===== config.mk =====
export PLATFORM = sky130hd
export DESIGN_NAME = quad_word_fifo
export DESIGN_NICKNAME = d
export VERILOG_FILES = /design/src/rtl/quad_word_fifo.sv
export SDC_FILE = /design/constraint.sdc
export NUM_CORES = 1
export LEC_CHECK = 0
export CAP_MARGIN = 10
export CORE_UTILIZATION = 47
export CTS_CLUSTER_DIAMETER = 50
export DETAILED_ROUTE_END_ITERATION = 8
export PLACE_DENSITY = 0.64
export SETUP_SLACK_MARGIN = 0.5
export SKIP_LAST_GASP = 1
export SLEW_MARGIN = 30
export SYNTH_ARGS = -nofsm -noshare
export SYNTH_HDL_FRONTEND = slang
export SYNTH_SLANG_ARGS = --single-unit

===== constraint.sdc =====
create_clock -name clk -period 8.3 [get_ports clk]
set_clock_uncertainty 0.15 [all_clocks]
set_input_delay 2.075 -clock clk [delete_from_list [all_inputs] [get_ports clk]]
set_output_delay 2.075 -clock clk [all_outputs]
set_load 0.1 [all_outputs]

===== src/rtl/quad_word_fifo.sv =====
module quad_word_fifo #(
  parameter int DEPTH = 4,
  parameter int WIDTH = 64
) (
  input  logic             clk,
  input  logic             rst,
  input  logic             push_valid,
  input  logic [WIDTH-1:0] push_data,
  input  logic             pop_req,
  output logic [WIDTH-1:0] head_data,
  output logic             head_valid,
  output logic             is_empty,
  output logic             is_full,
  output logic             fault
);
  localparam int PW = (DEPTH > 1) ? $clog2(DEPTH) : 1;
  localparam int CW = PW + 1;

  logic [WIDTH-1:0] mem [DEPTH];
  logic [CW-1:0] wr_q, rd_q, cnt_q;
  logic [CW-1:0] wr_d, rd_d, cnt_d;
  logic push_ok, pop_ok;
  logic [WIDTH-1:0] head_d;

  assign push_ok = push_valid && !is_full;
  assign pop_ok  = pop_req && !is_empty;
  assign wr_d    = wr_q + CW'(push_ok);
  assign rd_d    = rd_q + CW'(pop_ok);
  assign cnt_d   = cnt_q + CW'(push_ok) - CW'(pop_ok);

  always_comb begin
    if (cnt_d == '0)
      head_d = '0;
    else if (push_ok && cnt_q == CW'(pop_ok))
      head_d = push_data;
    else
      head_d = mem[rd_d[PW-1:0]];
  end

  always_ff @(posedge clk)
    if (push_ok) mem[wr_q[PW-1:0]] <= push_data;

  always_ff @(posedge clk) begin
    if (rst) begin
      wr_q       <= '0;
      rd_q       <= '0;
      cnt_q      <= '0;
      head_data  <= '0;
      head_valid <= 1'b0;
      is_empty   <= 1'b1;
      is_full    <= 1'b0;
      fault      <= 1'b0;
    end else begin
      wr_q       <= wr_d;
      rd_q       <= rd_d;
      cnt_q      <= cnt_d;
      head_data  <= head_d;
      head_valid <= cnt_d != '0;
      is_empty   <= cnt_d == '0;
      is_full    <= cnt_d == CW'(DEPTH);
      fault      <= (cnt_d > CW'(DEPTH)) || (cnt_d != CW'(wr_d - rd_d));
    end
  end

  p_drop_when_full_r3: assert property (@(posedge clk) disable iff (rst)
    is_full && push_valid && !pop_req |=> is_full && $stable(head_data));
  p_pop_empty_r4: assert property (@(posedge clk) disable iff (rst)
    is_empty && !push_valid |=> is_empty);
  p_empty_zero_r5: assert property (@(posedge clk) disable iff (rst)
    is_empty |-> head_data == '0);
  p_full_needs_push_r6: assert property (@(posedge clk) disable iff (rst)
    $rose(is_full) |-> $past(push_valid));
  p_full_pop_r8: assert property (@(posedge clk) disable iff (rst)
    is_full && push_valid && pop_req |=> !is_full && !is_empty);
  p_valid_inv_r9: assert property (@(posedge clk) disable iff (rst)
    head_valid == !is_empty);
  p_fault_low_r10: assert property (@(posedge clk) disable iff (rst)
    !fault);
  p_after_reset_r11: assert property (@(posedge clk) disable iff (rst)
    $past(rst) |-> is_empty && !is_full && !fault);
endmodule


==> impl_metrics.toml <==
[yosys]
synth_area_leader_cell = "edfxtp_1"
synthAdderAreaFrac_pct = 0.831
ys_types = 33
async_reset_ff_share_pct = 0
synth_simple_gate_area_share_pct = 5.20
synth_nets = 752
synth-edff-count = 256
synth_xor_area_share_pct = 0.933
ys_top_cells_by_count = "256 x edfxtp_1, 130 x nand2_1, 77 x dfxtp_1, 58 x mux4_2, 38 x a21oi_2"
ys_ff_latch = 333
yosysMostFrequentCell = "edfxtp_1"
ys_top_cells_by_area = "edfxtp_1 62%, dfxtp_1 12%, mux4_2 11%"
synthCells = 677
yosys_warnings = 0
synth-seq-area-share_pct = 74.8
synth.avg_cell_area_um2 = 18.2
synth-main-ff-cell = "edfxtp_1"
synth_compound_area_share_pct = 3.87
synth_top_area_share_pct = 62.3
syn_area_um2 = 12300
synth_mux_area_share_pct = 11.9
synth_top_family_by_area = "multiplexers"

[grt]
grt_pass1_wl_um = 37700
grt_pass1_vias = 6711
grtUsageTotal_pct = 18.8
grt_antenna_before_repair = 1
grt_max_degree = 65
grt_overflow = 0

[worst_setup_path]
worstPathCellList = "clkdlybuf4s50_1 -> nand2b_1 -> xnor2_1 -> ha_1 -> fa_1 -> xnor2_1 -> xnor2_1 -> a21o_4 -> buf_16 -> a21oi_1"
worst_setup_path_start_kind = "primary input"
path_class = "in2reg"
required_ps = 8530
cp_data_arrival_time_ps = 5150
path_buf_inv = 2
worst_setup_path_end_kind = "flop"
path_delay_family = "buffers and inverters"
cp_slowest_cell = "a21o_4"
worstPathMaxFanout = 35
cp_common_cell = "xnor2_1"
cp_slowest_stage_delay_ps = 590

[layout]
syn_to_final_growth_pct = 23.3
nets = 902
final_layout_size_suffix_gt1_share_pct = 20.2

[cts]
clock_sinks = 333
clk_latency_ps = 510
cts-resized-gates = 0
hold_buffers = 0
cts.clk_slew.worst_paths_ps = 60
htreeDepth = 2
cts_buffer_depth = 3
post_cts_buffers = 0
cts_tree = "done"
root_buffer = "clkbuf_16"
cts_buffers = 37

[power]
powerDensity_nw_per_um2 = 406
leakagePower_nw = 5.09
design_power_total_mw = 6.18
ir_drop_uv = 341

[floorplan]
top_level_ports = 136
core_area_um2 = 25500
die_h_um = 164
fp.dieW_um = 164
initial_core_util_pct = 48.4
row_count = 58
die-area_um2 = 26900

[timing]
timing_worst_slew_pin_value_ps = 981
slew_headroom_pct = 34.4
post-route-min-period_ps = 4910
hold_violations = 0
grt_setup_unrepaired = "false"
post-route-period-util_pct = 59.2
fmax_mhz = 204
setup_viol = 0
drv_slew = 0
tns_ps = 0

[run_status]
outcome = "finished, final reports clean"

[routing]
remaining_drc_errors = 0
ant_nets = 0
drt-initial-drc-count = 506
wl_per_cell_um = 20.6
vias = 6342
dr.pass1.iters = 5
via_per_inst = 5.35
routed_wl_um = 24400

[run]
max_cap_viol_count = 0

[min_path]
hold_path_class = "reg2reg"

[placed_design]
io_buffers = 135
dp_hpwl_um = 13400
finalWeightedCongestion = 0.769
==> sequential cells by signal, summed over array words and instances, names as in the netlist <==
signal / cells
rd_q: 3
is_full: 1
is_empty: 1
head_data: 64
mem: 256
head_valid: 1
wr_q: 3
fault: 1
cnt_q: 3
==> stage by stage <==
| step | utilization [%] | std cells | cell area [µm²] | setup slack [ps] | hold WS (ps) |
|---|---|---|---|---|---|
| after floorplan | - | 677 | 12300 | 523 | 340 |
| after global placement | 54.7 | 1115 | 13900 | 2790 | 357 |
| after detailed placement | 55.0 | 1118 | 14000 | 2850 | 373 |
| after CTS | 59.7 | 1185 | 15200 | 3370 | 393 |
| after global routing | 59.7 | 1185 | 15200 | 3240 | 433 |
| final | 59.7 | 1186 | 15200 | 3390 | 384 |
==> metal layers <==
metal	wire, µm	GRT usage, %
met1	10700	26.1
met2	11800	30.4
met3	1500	3.54
met4	438	5.26
met5	0	0
==> cell usage in the layout (no fill, tap or decap), types with 4 or more instances in the layout <==
cell               n
mux4_2            58
clkbuf_1          14
a21oi_1           26
dfxtp_1           77
inv_1              6
buf_4              9
ha_1               4
nor2b_1            5
clkbuf_16         39
nor2_1             6
edfxtp_1         256
mux4_1             6
xnor2_1            7
a21oi_2           38
nand2_1          130
clkdlybuf4s50_1  135
clkinv_2           4
==> cells by family after synthesis <==
group,count (synthesis)
adder cells (fa/ha/maj),7
XOR/XNOR,11
AO/OA/AOI/OAI,66
flip-flops,333
multiplexers,64
buffers and inverters,43
AND/OR/NAND/NOR,153
==> tightest hold or removal path: stages, from the launching register on <==
cell,delay [ps]
dfxtp_1,320
xnor2_1,90
nor2_1,90
==> where the power goes <==
| group | internal [mW] | switching (mW) | leakage [nW] |
|---|---|---|---|
| registers | 2.13 | 0.0900 | 2.98 |
| clock network | 0.959 | 0.623 | 0.582 |
| logic | 0.749 | 1.63 | 1.52 |
| total | 3.83 | 2.34 | 5.09 |
==> layout make-up <==
class                   instances  area, µm²
fillers                      1888      10300
flip-flops and latches        333       9230
multi-input cells             301       2850
repair buffers                148       1510
clock buffers                  56       1070
well taps                     330        413
clock inverters                11        125
inverters                       6       22.5
diodes                          1       2.50
==> worst paths after layout <==
kind | endpoint | slack (ps) | start | cells after the start
worst max-delay path | head_data[2] | 3390 | push_valid | 10
worst min-delay path | rd_q[2] | 380 | rd_q[2] | 2
worst max register to register | head_data[2] | 5020 | is_full | 9
worst min register to register | rd_q[2] | 380 | rd_q[2] | 2
Power figures use the tool's default switching activity.
